### src/rtl/a20_gate_pkg.sv
// Package: shared types for the A20 gate sequencer.
// Assumes: nothing beyond IEEE 1800-2017.
package a20_gate_pkg;

    // Sequence position of the host "write output port" exchange.
    typedef enum logic [1:0] {
        SEQ_IDLE   = 2'd0,   // waiting for an arming command
        SEQ_ARMED  = 2'd1,   // arming command seen, expecting the data byte
        SEQ_LOADED = 2'd2    // data byte applied, closing command may follow
    } seq_state_t;

    // Control lines of the host bus as sampled in the core clock.
    typedef struct packed {
        logic wr_n;
        logic cs_n;
        logic a0;
    } host_ctl_t;

    localparam host_ctl_t HOST_CTL_IDLE = '{wr_n: 1'b1, cs_n: 1'b1, a0: 1'b0};

endpackage

### src/rtl/host_wr_sampler.sv
// Module: host_wr_sampler
// Brings the asynchronous host write bus into the core clock through a
// SYNC_STAGES deep register chain. One extra stage keeps the previous
// value, so the write strobe's rising edge can be found. A write counts
// when the strobe was low with chip select low in the older sample and is
// high in the newer one. Command/data select and the data byte come from
// the older sample, taken while the strobe was still active.
// Assumes: the host keeps a0, data and cs_n steady for at least
// SYNC_STAGES+1 core clocks around the strobe's rising edge.
module host_wr_sampler
    import a20_gate_pkg::*;
#(
    parameter int DATA_W      = 8,
    parameter int SYNC_STAGES = 2
) (
    input  logic              clk,
    input  logic              rst_n,
    input  logic              wr_n,
    input  logic              cs_n,
    input  logic              a0,
    input  logic [DATA_W-1:0] data,
    output logic              evt_valid,
    output logic              evt_is_cmd,
    output logic [DATA_W-1:0] evt_data
);

    localparam int DEPTH = SYNC_STAGES + 1;
    localparam int NEWER = SYNC_STAGES - 1;
    localparam int OLDER = SYNC_STAGES;

    host_ctl_t         ctl_pipe [DEPTH];
    logic [DATA_W-1:0] dat_pipe [DEPTH];
    logic              edge_hit;

    // Shift the bus samples down the synchronizer chain.
    always_ff @(posedge clk) begin
        if (!rst_n) begin
            for (int s = 0; s < DEPTH; s++) begin
                ctl_pipe[s] <= HOST_CTL_IDLE;
                dat_pipe[s] <= '0;
            end
        end else begin
            ctl_pipe[0] <= '{wr_n: wr_n, cs_n: cs_n, a0: a0};
            dat_pipe[0] <= data;
            for (int s = 1; s < DEPTH; s++) begin
                ctl_pipe[s] <= ctl_pipe[s-1];
                dat_pipe[s] <= dat_pipe[s-1];
            end
        end
    end

    // Find a strobe rising edge that was qualified by chip select.
    always_comb begin
        edge_hit = !ctl_pipe[OLDER].wr_n && ctl_pipe[NEWER].wr_n && !ctl_pipe[OLDER].cs_n;
    end

    // Register the recognised write for the sequencer.
    always_ff @(posedge clk) begin
        if (!rst_n) begin
            evt_valid  <= 1'b0;
            evt_is_cmd <= 1'b0;
            evt_data   <= '0;
        end else begin
            evt_valid  <= edge_hit;
            evt_is_cmd <= ctl_pipe[OLDER].a0;
            evt_data   <= dat_pipe[OLDER];
        end
    end

endmodule

### src/rtl/cpu_enable_latch.sv
// Module: cpu_enable_latch
// Holds the one-way enable of the gate sequencer. A single-cycle pulse
// from the local CPU sets it. After that only reset clears it.
// Assumes: the pulse is synchronous to clk.
module cpu_enable_latch (
    input  logic clk,
    input  logic rst_n,
    input  logic en_pulse,
    output logic en_q
);

    // Sticky enable: set by the pulse, cleared only by reset.
    always_ff @(posedge clk) begin
        if (!rst_n) begin
            en_q <= 1'b0;
        end else if (en_pulse) begin
            en_q <= 1'b1;
        end
    end

endmodule

### src/rtl/gate_seq_ctrl.sv
// Module: gate_seq_ctrl
// Follows the host arm/data/close exchange, drives the gate bit and flags
// the bytes that must stay hidden from the input buffer. While disabled
// it stays idle and swallows nothing.
// Assumes: evt_valid is a single-cycle pulse from host_wr_sampler.
module gate_seq_ctrl
    import a20_gate_pkg::*;
#(
    parameter int                DATA_W    = 8,
    parameter int                GATE_BIT  = 1,
    parameter logic [DATA_W-1:0] ARM_CMD   = 8'hD1,
    parameter logic [DATA_W-1:0] CLOSE_CMD = 8'hFF,
    parameter logic              GATE_RST  = 1'b1
) (
    input  logic              clk,
    input  logic              rst_n,
    input  logic              enabled,
    input  logic              evt_valid,
    input  logic              evt_is_cmd,
    input  logic [DATA_W-1:0] evt_data,
    output logic              gate_q,
    output logic              strobe_q,
    output logic              swallow_q
);

    seq_state_t state_q;
    seq_state_t state_d;
    logic       gate_d;
    logic       take;
    logic       is_arm;
    logic       is_close;

    // Decode the two command values of interest.
    always_comb begin
        is_arm   = evt_is_cmd && (evt_data == ARM_CMD);
        is_close = evt_is_cmd && (evt_data == CLOSE_CMD);
    end

    // Next-state, gate and swallow decision for one recognised write.
    always_comb begin
        state_d = state_q;
        gate_d  = gate_q;
        take    = 1'b0;
        if (enabled && evt_valid) begin
            unique case (state_q)
                SEQ_IDLE: begin
                    if (is_arm) begin
                        state_d = SEQ_ARMED;
                        take    = 1'b1;
                    end
                end
                SEQ_ARMED: begin
                    if (!evt_is_cmd) begin
                        gate_d  = evt_data[GATE_BIT];
                        state_d = SEQ_LOADED;
                        take    = 1'b1;
                    end else if (is_arm) begin
                        take    = 1'b1;
                    end else begin
                        state_d = SEQ_IDLE;
                    end
                end
                SEQ_LOADED: begin
                    if (is_close) begin
                        state_d = SEQ_IDLE;
                        take    = 1'b1;
                    end else if (is_arm) begin
                        state_d = SEQ_ARMED;
                        take    = 1'b1;
                    end else begin
                        state_d = SEQ_IDLE;
                    end
                end
                default: state_d = SEQ_IDLE;
            endcase
        end
    end

    // Register sequence state, gate level and the per-write outputs.
    always_ff @(posedge clk) begin
        if (!rst_n) begin
            state_q   <= SEQ_IDLE;
            gate_q    <= GATE_RST;
            strobe_q  <= 1'b0;
            swallow_q <= 1'b0;
        end else begin
            state_q   <= state_d;
            gate_q    <= gate_d;
            strobe_q  <= evt_valid;
            swallow_q <= take;
        end
    end

endmodule

### src/rtl/a20_gate_seq.sv
// Module: a20_gate_seq (top)
// Hardware sequencer for the host "write output port" exchange. Host
// writes are synchronised and edge-detected. The sequencer is enabled once
// by the local CPU and drives the gate bit. Each recognised write leaves
// as one wr_strobe pulse, and wr_swallow marks the bytes the input buffer
// must drop.
// Assumes: host bus timing as stated in host_wr_sampler.
module a20_gate_seq
#(
    parameter int                DATA_W      = 8,
    parameter int                SYNC_STAGES = 2,
    parameter int                GATE_BIT    = 1,
    parameter logic [DATA_W-1:0] ARM_CMD     = 8'hD1,
    parameter logic [DATA_W-1:0] CLOSE_CMD   = 8'hFF,
    parameter logic              GATE_RST    = 1'b1
) (
    input  logic              clk,
    input  logic              rst_n,
    input  logic              host_wr_n,
    input  logic              host_cs_n,
    input  logic              host_a0,
    input  logic [DATA_W-1:0] host_data,
    input  logic              cpu_gate_en,
    output logic              gate_out,
    output logic              wr_strobe,
    output logic              wr_swallow
);

    logic              evt_valid;
    logic              evt_is_cmd;
    logic [DATA_W-1:0] evt_data;
    logic              gate_enabled;

    host_wr_sampler #(
        .DATA_W      (DATA_W),
        .SYNC_STAGES (SYNC_STAGES)
    ) u_sampler (
        .clk        (clk),
        .rst_n      (rst_n),
        .wr_n       (host_wr_n),
        .cs_n       (host_cs_n),
        .a0         (host_a0),
        .data       (host_data),
        .evt_valid  (evt_valid),
        .evt_is_cmd (evt_is_cmd),
        .evt_data   (evt_data)
    );

    cpu_enable_latch u_enable (
        .clk      (clk),
        .rst_n    (rst_n),
        .en_pulse (cpu_gate_en),
        .en_q     (gate_enabled)
    );

    gate_seq_ctrl #(
        .DATA_W    (DATA_W),
        .GATE_BIT  (GATE_BIT),
        .ARM_CMD   (ARM_CMD),
        .CLOSE_CMD (CLOSE_CMD),
        .GATE_RST  (GATE_RST)
    ) u_ctrl (
        .clk        (clk),
        .rst_n      (rst_n),
        .enabled    (gate_enabled),
        .evt_valid  (evt_valid),
        .evt_is_cmd (evt_is_cmd),
        .evt_data   (evt_data),
        .gate_q     (gate_out),
        .strobe_q   (wr_strobe),
        .swallow_q  (wr_swallow)
    );

endmodule

### config.mk
export PLATFORM = sky130hd
export DESIGN_NAME = a20_gate_seq
export DESIGN_NICKNAME = d
export VERILOG_FILES = /design/src/rtl/a20_gate_pkg.sv /design/src/rtl/host_wr_sampler.sv /design/src/rtl/cpu_enable_latch.sv /design/src/rtl/gate_seq_ctrl.sv /design/src/rtl/a20_gate_seq.sv
export SDC_FILE = /design/constraint.sdc
export NUM_CORES = 1
export LEC_CHECK = 0
export CORE_MARGIN = 3
export CORE_UTILIZATION = 42
export DETAILED_ROUTE_END_ITERATION = 10
export DONT_BUFFER_PORTS = 1
export PLACE_DENSITY_LB_ADDON = 0.12
export SYNTH_ARGS = -nofsm -noshare
export SYNTH_HDL_FRONTEND = slang
export SYNTH_HIERARCHICAL = 1
export SYNTH_SLANG_ARGS = --single-unit
### constraint.sdc
create_clock -name clk -period 1.4 [get_ports clk]
set_input_delay 0.28 -clock clk [delete_from_list [all_inputs] [get_ports clk]]
set_output_delay 0.28 -clock clk [all_outputs]
set_load 0.02 [all_outputs]
; ---- Word level (Yosys, flattened, before mapping)
; Memories as Yosys holds them, arrays and structs flattened. A register that Yosys moved wholly into a read port is not among the register bits.
; Index checks and enable logic that the tools add are counted.
[word_totals]
reg_bits = 8
latchBits = 0
ramBits = 33
mem_bits_ro = 0
in_bits = 14
output_inout_bits = 3
wordCells = 52
mem_count = 2
[mem_list]
columns = name, depth, width, read_ports, rd_clocked_by_memory_dff, wr, line
row1 = u_sampler.dat_pipe, 3, 8, 3, 1, 3, host_wr_sampler.sv:32  ; logic [DATA_W-1:0] dat_pipe [DEPTH];
row2 = u_sampler.ctl_pipe, 3, 3, 3, 0, 3, host_wr_sampler.sv:31  ; host_ctl_t ctl_pipe [DEPTH];
[classes]
add_sub_neg = 0
n_mul = 0
div = 0
magnitude_cmp = 0
n_eq_ne = 6
n_shift = 0
n_mux = 18
n_bitwise = 7
reduce_logical = 12
[op_table]
columns = cell, count
row1 = $mux W8, 3
row2 = $eq A8 B8 Y1 const B, 2
row3 = $mux W3, 3
row4 = $mux W2, 4
row5 = $mux W1, 6
row6 = $or A1 B1 Y1, 6
row7 = $pmux W2 S3, 1
row8 = $reduce_and A3 Y1, 2
row9 = $logic_and A1 B1 Y1, 5
row10 = $logic_not A1 Y1, 3
row11 = $ne A3 B3 Y1 const B, 1
row12 = $pmux W1 S3, 1
row13 = $eq A2 B1 Y1 const B, 1
row14 = $eq A2 B2 Y1 const B, 1
row15 = $logic_not A2 Y1, 1
row16 = $ne A2 B1 Y1 const B, 1
row17 = $reduce_and A2 Y1, 1
row18 = $not A1 Y1, 1

; ---- Depth between registers and ports, before layout
; Gate-level depths: netlist (run 1).
[logic_depth]
ltp_word = 5
ltp_mapped = 4
depth_no_buf = 4

; ---- Modules after synthesis
; Netlist (run 1), hierarchy kept.
[by_module_without_submodules]
columns = module, instances, cells_each, area_per_inst_um2, seq_area_each_um2
row1 = host_wr_sampler, 1, 90, 1166.1, 860.8
row2 = gate_seq_ctrl, 1, 27, 225.2, 100.1
row3 = cpu_enable_latch, 1, 2, 27.5, 20.0

; ---- Least setup slack after synthesis (run 1)
; Ideal clock, no wire load.
[synth_timing]
path_kind = reg2reg
startpoint = reg u_ctrl.state_q[1]
endpoint = reg u_ctrl.gate_q
arrival_time_ns = 0.907
t_required_ns = 1.278
path_slack_ns = 0.371
path_stages_with_launch = 4
period_less_slack_ns = 1.029
cell_sequence = dfxtp_1 -> or3b_4 -> o21ai_1 -> nand3_1
[synth_via]
elab_chain_len = 2
[synth_rtl]
columns = item, line
row1 = from (decl), gate_seq_ctrl.sv:26  ; seq_state_t state_q;
row2 = from (signal assigned), gate_seq_ctrl.sv:87  ; state_q <= state_d;
row3 = $eq A2 B1 Y1, gate_seq_ctrl.sv:45  ; unique case (state_q)
row4 = $reduce_and A3 Y1 (no line), n/a
row5 = to (signal assigned), gate_seq_ctrl.sv:88  ; gate_q <= gate_d;
row6 = to (decl), gate_seq_ctrl.sv:21  ; output logic gate_q,
; No other way between the ends.
; A chain may end at the register's enable or synchronous reset.

; ---- Final worst setup path (run 1)
[layout_timing]
startpoint = reg u_ctrl.state_q[1]
endpoint = reg u_ctrl.state_q[1]
[layout_via]
elab_chain_len = 3
word_cells_on_any_way = 7
cone_classes = eq/ne: 4 / mux: 1 / reduce/logical: 2
[layout_rtl]
columns = item, line
row1 = $eq A2 B1 Y1 / $logic_not A2 Y1 (equally long branches), gate_seq_ctrl.sv:45
row2 = $ne A3 B3 Y1 (no line) / $ne A2 B1 Y1 (equally long branches), n/a
row3 = $reduce_and A3 Y1 (no line), n/a
; Parallel ways exist; a longest one is shown, timed or not.

==> results of run 1 <==
## state kept, by name, indices dropped and copies added, names as in the netlist
signal / count
u_ctrl/gate_q: 1
u_ctrl/state_q: 2
u_ctrl/strobe_q: 1
u_ctrl/swallow_q: 1
u_enable/en_q: 1
u_sampler/ctl_pipe: 9
u_sampler/dat_pipe: 24
u_sampler/evt_data: 8
u_sampler/evt_is_cmd: 1
u_sampler/evt_valid: 1
## logic make-up (layout without fill, tap and decap cells)
family                 after synthesis  after routing  share of synthesized area [%]
flip-flops                          49             49                           69.1
AND/OR/NAND/NOR                     59             59                           26.1
buffers and inverters                4             12                           1.85
AO/OA/AOI/OAI                        7              7                           2.91
## repair_timing
item                                   CTS  global route
gates resized for setup                  0             0
hold buffers                             3             1
buffers inserted                         0             0
endpoints found under the hold margin    6             1
## where the power goes
part | switching [W] | total (W) | internal [W]
clock | 0.000396 | 0.000687 | 0.000292
combinational | 0.0000122 | 0.0000442 | 0.0000319
sequential | 0.00000997 | 0.00145 | 0.00144
## cells in the final DEF (no fill, tap or decap)
cell,n
nor2b_1,2
o21a_1,1
nand2_1,4
or2b_1,3
clkinv_2,1
dlygate4sd3_1,4
a32oi_1,1
nor4_1,1
o21ai_1,1
dfxtp_1,49
nand2b_1,3
nor2_1,2
clkbuf_8,2
nand2_4,1
clkbuf_4,5
nand3_1,3
and2_1,37
a21oi_1,3
nor2_2,1
or3b_4,1
and4bb_1,1
o21ai_0,1
## how the worst max path moves through the flow
stage                                          end  slack (ns)  cells past startpoint
floorplan               u_ctrl/gate_q$_SDFFE_PN1P_        0.37                      3
global placement        u_ctrl/gate_q$_SDFFE_PN1P_        0.36                      3
detailed placement  u_ctrl/state_q[1]$_SDFFE_PN0P_        0.27                      4
CTS                 u_ctrl/state_q[1]$_SDFFE_PN0P_        0.24                      4
global route        u_ctrl/state_q[1]$_SDFFE_PN0P_        0.18                      4
finish              u_ctrl/state_q[1]$_SDFFE_PN0P_        0.24                      4
## layer usage
layer	vias up	global-route usage (%)	share of wire, %
met1	306	10.3	49
met4	0	8.71	4.1
li1	387	-	-
met5	-	0	0
met3	7	4.39	6.0
met2	17	14.3	41
## final cells by class
cell class	instances	area [sq um]	share of cell area, %
flip-flops and latches	49	981	63.0
multi-input cells	66	412	26.4
clock buffers	7	65.1	4.18
well taps	44	55.1	3.53
repair buffers	4	40.0	2.57
clock inverters	1	5.00	0.321
## cell usage after synthesis (all sizes together)
cell,n
or2b,3
nand2,5
dfxtp,49
nor4,1
o21ai,2
clkbuf,3
nand2b,3
o21a,1
and4bb,1
buf,1
a32oi,1
nand3,3
or3b,1
nor2b,2
and2,37
nor2,3
a21oi,3
## metrics by stage
stage	area, sq um	instances	hold slack [ns]	setup slack (ns)	power, W
2_1_floorplan	1420	119	0.352	0.371	0.00152
3_3_place_gp	1450	159	0.357	0.362	0.00151
3_5_place_dp	1450	159	0.361	0.268	0.00151
4_1_cts	1550	170	0.00520	0.237	0.00222
5_1_grt	1560	171	0.00699	0.180	0.00230
6_report	1560	171	0.0406	0.239	0.00218
==> impl_results.md, run 1 <==
- Outcome: finished clean
- IO Port Bufs: 0
- Clock Latency Late Sink: 0.35 ns
- Fillers: 290
- Core area: 3130 sq um
- Critical path buffers and inverters: 0
- Synth area leaders: dfxtp_1 69%, and2_1 16%, or2b_1 1.6%
- Synth top area share: 69.1%
- Initial antenna violation count: 0
- YS warnings: 6
- Min-Delay Path Depth: 1
- Reg2reg setup slack: 0.24 ns
- Final wirelength: 1.69 mm
- Detailed Route Iter0 Violations: 48
- Final net count: 140
- CTS sink cnt: 49
- CTS tree: done
- Clock transition at the registers of the reported paths: 0.12 ns
- Congestion Overflow GR: 0
- R2r worst-path depth: 4
- Setup TNS Final: 0 ns
- Starting density of the core: 45.4%
- Die extent in x: 64.1 um
- Reg-to-Reg Start: u_ctrl/state_q[1]$_SDFFE_PN0P_
- Setup Crit Path Kind: reg -> reg
- Worst-Margin Slew: 0.337 ns
- PD cells: 1400 nW/um^2
- Final Hold Fails: 0
- CP Capture Type: register
- Worst Skew: 0.00637 ns
- RSZ-0062 raised after global routing: false
- Worst vdd ir: 0.000750 V
- Max cap viols: 0
- Routed WL per cell: 9.90 um
- Post-synthesis sequential area ratio: 69.1%
- DIE AREA: 4110 sq um
- Req. time, crit path: 1.69 ns
- # DRC: 0
- Crit path from: u_ctrl/state_q[1]$_SDFFE_PN0P_
- WP data arrival: 1.45 ns
- Diode count: 0
- Pin count of the biggest net entering global routing: 47
- Hold EP: u_enable/en_q$_SDFFE_PN0P_
- Clk buf depth: 2
- P&R area growth vs syn: 9.79%
- Boundary Pins: 17
- Tot GR Track Use: 9.71%
- CP startpoint kind: register
- CTS Buf Count: 5
- Tcrit/Tclk final: 82.9%
- Vias in the first global route: 684
- Slowest CP cell: or3b_4
- Drt first pass iters: 3
- R2r endpoint: u_ctrl/state_q[1]$_SDFFE_PN0P_
- #FFs+latches synth: 49
- First-pass GRT wire length: 2.92 mm
- Clock Root Buffer: clkbuf_4
- Peak Freq: 861 MHz
- LEAKAGE: 0.616 nW
- Final core utilization: 49.8%
- Via density: 4.19
- HP Class: in -> reg
- Syn Area/Cell: 11.9 sq um
- Critical-path cell list: or3b_4 -> nor2_2 -> a21oi_1 -> nor2b_1
- Max FO, Critical Path: 4
- Share of layout cells above drive strength 1: 8.66%
- Yosys top cell by area: dfxtp_1
- Slew margin rel.: 77.3%
- Final ANT Viol Nets: 0
- Syn_nets: 133
- Via count: 717
- Netlist area before placement: 1420 sq um
- Site row count: 20
- Final Max Tran Viols: 0
- GPL Wtd Cong: 0.686
- Min Tclk post-route: 1.16 ns
- H-tree Lvls: 2
- Hold path start: cpu_gate_en
- Cell family with most CP delay: simple AND/OR/NAND/NOR gates
- Library cells used by synthesis: 20
- CP peak stage delay: 0.42 ns
- Die Span Y: 64.1 um
- Setup violators final: 0
- Syn Inst Count: 119
Power figures use the tool's default switching activity.
==> run 2: changes to the inputs <==
- clock period: 1.4 -> 1.05 ns (I/O delays scaled with it)
==> run 2 against run 1 <==
Against the previous run:
- sequential power increased by 33%
- first-iteration DRC count decreased by 29%
- the flow now finishes with violations (negative hold slack, negative setup slack)
- highest routed layer unchanged
- largest power group unchanged
- clock-buffer cell count increased by 1
- worst setup slack got worse by 0.25 ns
==> impl_results.md, run 2 (synthesized netlist as in run 1, its figures left out) <==
- WHS: -0.0739 ns (-0.115 ns)
- Top flop regs: u_sampler/dat_pipe: 24 flops, u_sampler/ctl_pipe: 9 flops, u_sampler/evt_data: 8 flops
- Max FO, Critical Path: 3 (-1)
- Critical path buffers and inverters: 0 (unchanged)
- Largest register FFs: 24 (unchanged)
- Min Tclk post-route: 1.06 ns (-0.0978 ns)
- CTS Buf Count: 5 (unchanged)
- CP Capture Type: register
- Final Hold Fails: 34 (+34)
- Multi-input gate area: 427 sq um (+3.6%)
- Initial antenna violation count: 0 (unchanged)
- First-pass GRT wire length: 2.88 mm (-1.2%)
- Diode count: 0 (unchanged)
- Critical-path cell list: or3b_4 -> nor2_4 -> a21oi_2 -> nor2b_1
- Setup TNS Final: -0.0132 ns (-0.0132 ns)
- Setup violators final: 2 (+2)
- Tcrit/Tclk final: 101% (+18 points)
- Worst vdd ir: 0.00106 V (+41%)
- CTS tree: done
- Drt first pass iters: 3 (unchanged)
- Clock Latency Late Sink: 0.35 ns (about the same)
- Final Max Tran Viols: 0 (unchanged)
- Post-CTS Hold Buffers: 12 (+9)
- Final core utilization: 52.8% (+3.0 points)
- Clock Root Buffer: clkbuf_4
- Peak Freq: 941 MHz (+9.2%)
- Final wirelength: 1.66 mm (-2.2%)
- Congestion Overflow GR: 0 (unchanged)
- Hold path start: rst_n
- Final ANT Viol Nets: 0 (unchanged)
- Tot GR Track Use: 9.31% (-0.40 points)
- RSZ-0062 raised after global routing: true
- Fillers: 298 (+2.8%)
- Most common cell after layout, fill and taps aside: dfxtp_1
- PnR worst setup slack: -0.0131 ns (-0.252 ns)
- Detailed Route Iter0 Violations: 34 (-29%)
- CP startpoint kind: register
- Reg-to-Reg Start: u_ctrl/state_q[1]$_SDFFE_PN0P_
- H-tree Lvls: 2 (unchanged)
- P&R area growth vs syn: 16.3%
- Starting density of the core: 45.4% (unchanged)
- Share of layout cells above drive strength 1: 10.9% (+2.3 points)
- Failing checks: negative hold slack, negative setup slack
- Clk buf depth: 2 (unchanged)
- Worst Skew: 0.00727 ns (+0.000898 ns)
- Core area: 3130 sq um (unchanged)
- Max cap viols: 0 (unchanged)
- Setup Crit Path Kind: reg -> reg
- Die extent in x: 64.1 um (unchanged)
- CP peak stage delay: 0.41 ns (about the same)
- Register Area: 985 sq um (+0.38%)
- Req. time, crit path: 1.34 ns (-0.35 ns)
- Crit path from: u_ctrl/state_q[1]$_SDFFE_PN0P_
- LEAKAGE: 0.662 nW (+7.4%)
- Slowest CP cell: or3b_4
- Boundary Pins: 17 (unchanged)
- Outcome: finished, violations left
- GPL Wtd Cong: 0.719 (+4.7%)
- HP Class: in -> reg
- Worst-Margin Slew: 0.249 ns (-0.0874 ns)
- Pwr Total: 0.00279 W (+28%)
- # DRC: 0 (unchanged)
- Pin count of the biggest net entering global routing: 50 (+6.4%)
- Routed WL per cell: 9.14 um (-7.6%)
- Clock transition at the registers of the reported paths: 0.12 ns (about the same)
- Final net count: 150 (+7.1%)
- Slew margin rel.: 83.2% (+5.9 points)
- PD cells: 1690 nW/um^2 (+21%)
- DIE AREA: 4110 sq um (unchanged)
- Via count: 754 (+5.2%)
- Die Span Y: 64.1 um (unchanged)
- WP data arrival: 1.35 ns (-0.10 ns)
- Via density: 4.17 (-0.65%)
- Biggest register: u_sampler/dat_pipe
- Cell family with most CP delay: simple AND/OR/NAND/NOR gates
- CTS sink cnt: 49 (unchanged)
- Vias in the first global route: 694 (+1.5%)
- # Post-CTS Setup Buffers: 0 (unchanged)
- Most frequent cells in the layout: 46 x dfxtp_1, 37 x and2_1, 12 x dlygate4sd3_1, 5 x clkbuf_4, 4 x nand2_1
- IO Port Bufs: 0 (unchanged)
- Site row count: 20 (unchanged)
## run 2: area by class of cell
type	instances	area share (%)
timing repair buffer	14	8.19
tap	44	3.34
sequential	49	59.7
clock buffer	8	2.96
multi-input combinational	66	25.9
## run 2: power breakdown
group	switching, W	internal, W	leakage [nW]
registers	0.0000135	0.00192	0.402
logic	0.0000159	0.0000624	0.233
clock network	0.000514	0.000268	0.0265
total	0.000543	0.00225	0.662
## run 2: final timing paths
check | depth (start not counted) | slack [ns] | end
setup / recovery | 4 | -0.01 | u_ctrl/state_q[1]$_SDFFE_PN0P_
hold / removal | 1 | -0.07 | u_sampler/ctl_pipe[0][5]$_SDFF_PN1_
setup reg to reg | 4 | -0.01 | u_ctrl/state_q[1]$_SDFFE_PN0P_
hold reg to reg | 1 | 0.41 | u_sampler/ctl_pipe[0][5]$_SDFF_PN1_
## run 2: routing by layer
metal  up-vias  global-route usage (%)  wire [um]
met4         0                    7.12         48
li1        406                       -          -
met2        16                    13.5        750
met5         -                       0          0
met1       326                    10.6        769
met3         6                    4.22         86
## run 2: repair_timing
action | CTS | global route
pin swaps | 2 | 1
hold endpoints to repair | 48 | 39
setup endpoints to repair | 3 | 4
gates resized for setup | 5 | 1
## run 2: through the flow
step	instances	setup WS [ns]	hold WS, ns	cell area, sq um
floorplan	119	0.0212	0.282	1420
global placement	161	0.0300	0.289	1460
detailed placement	161	-0.0121	0.291	1460
CTS	181	-0.00879	-0.0891	1650
global route	181	-0.0458	-0.0954	1650
finish	181	-0.0131	-0.0739	1650
## run 2: worst reg2reg max path, delay by kind of cell (launching register included)
kind	cells	cell delay, ns
compound gates	1	0.04
flops	1	0.34
simple gates	3	0.63
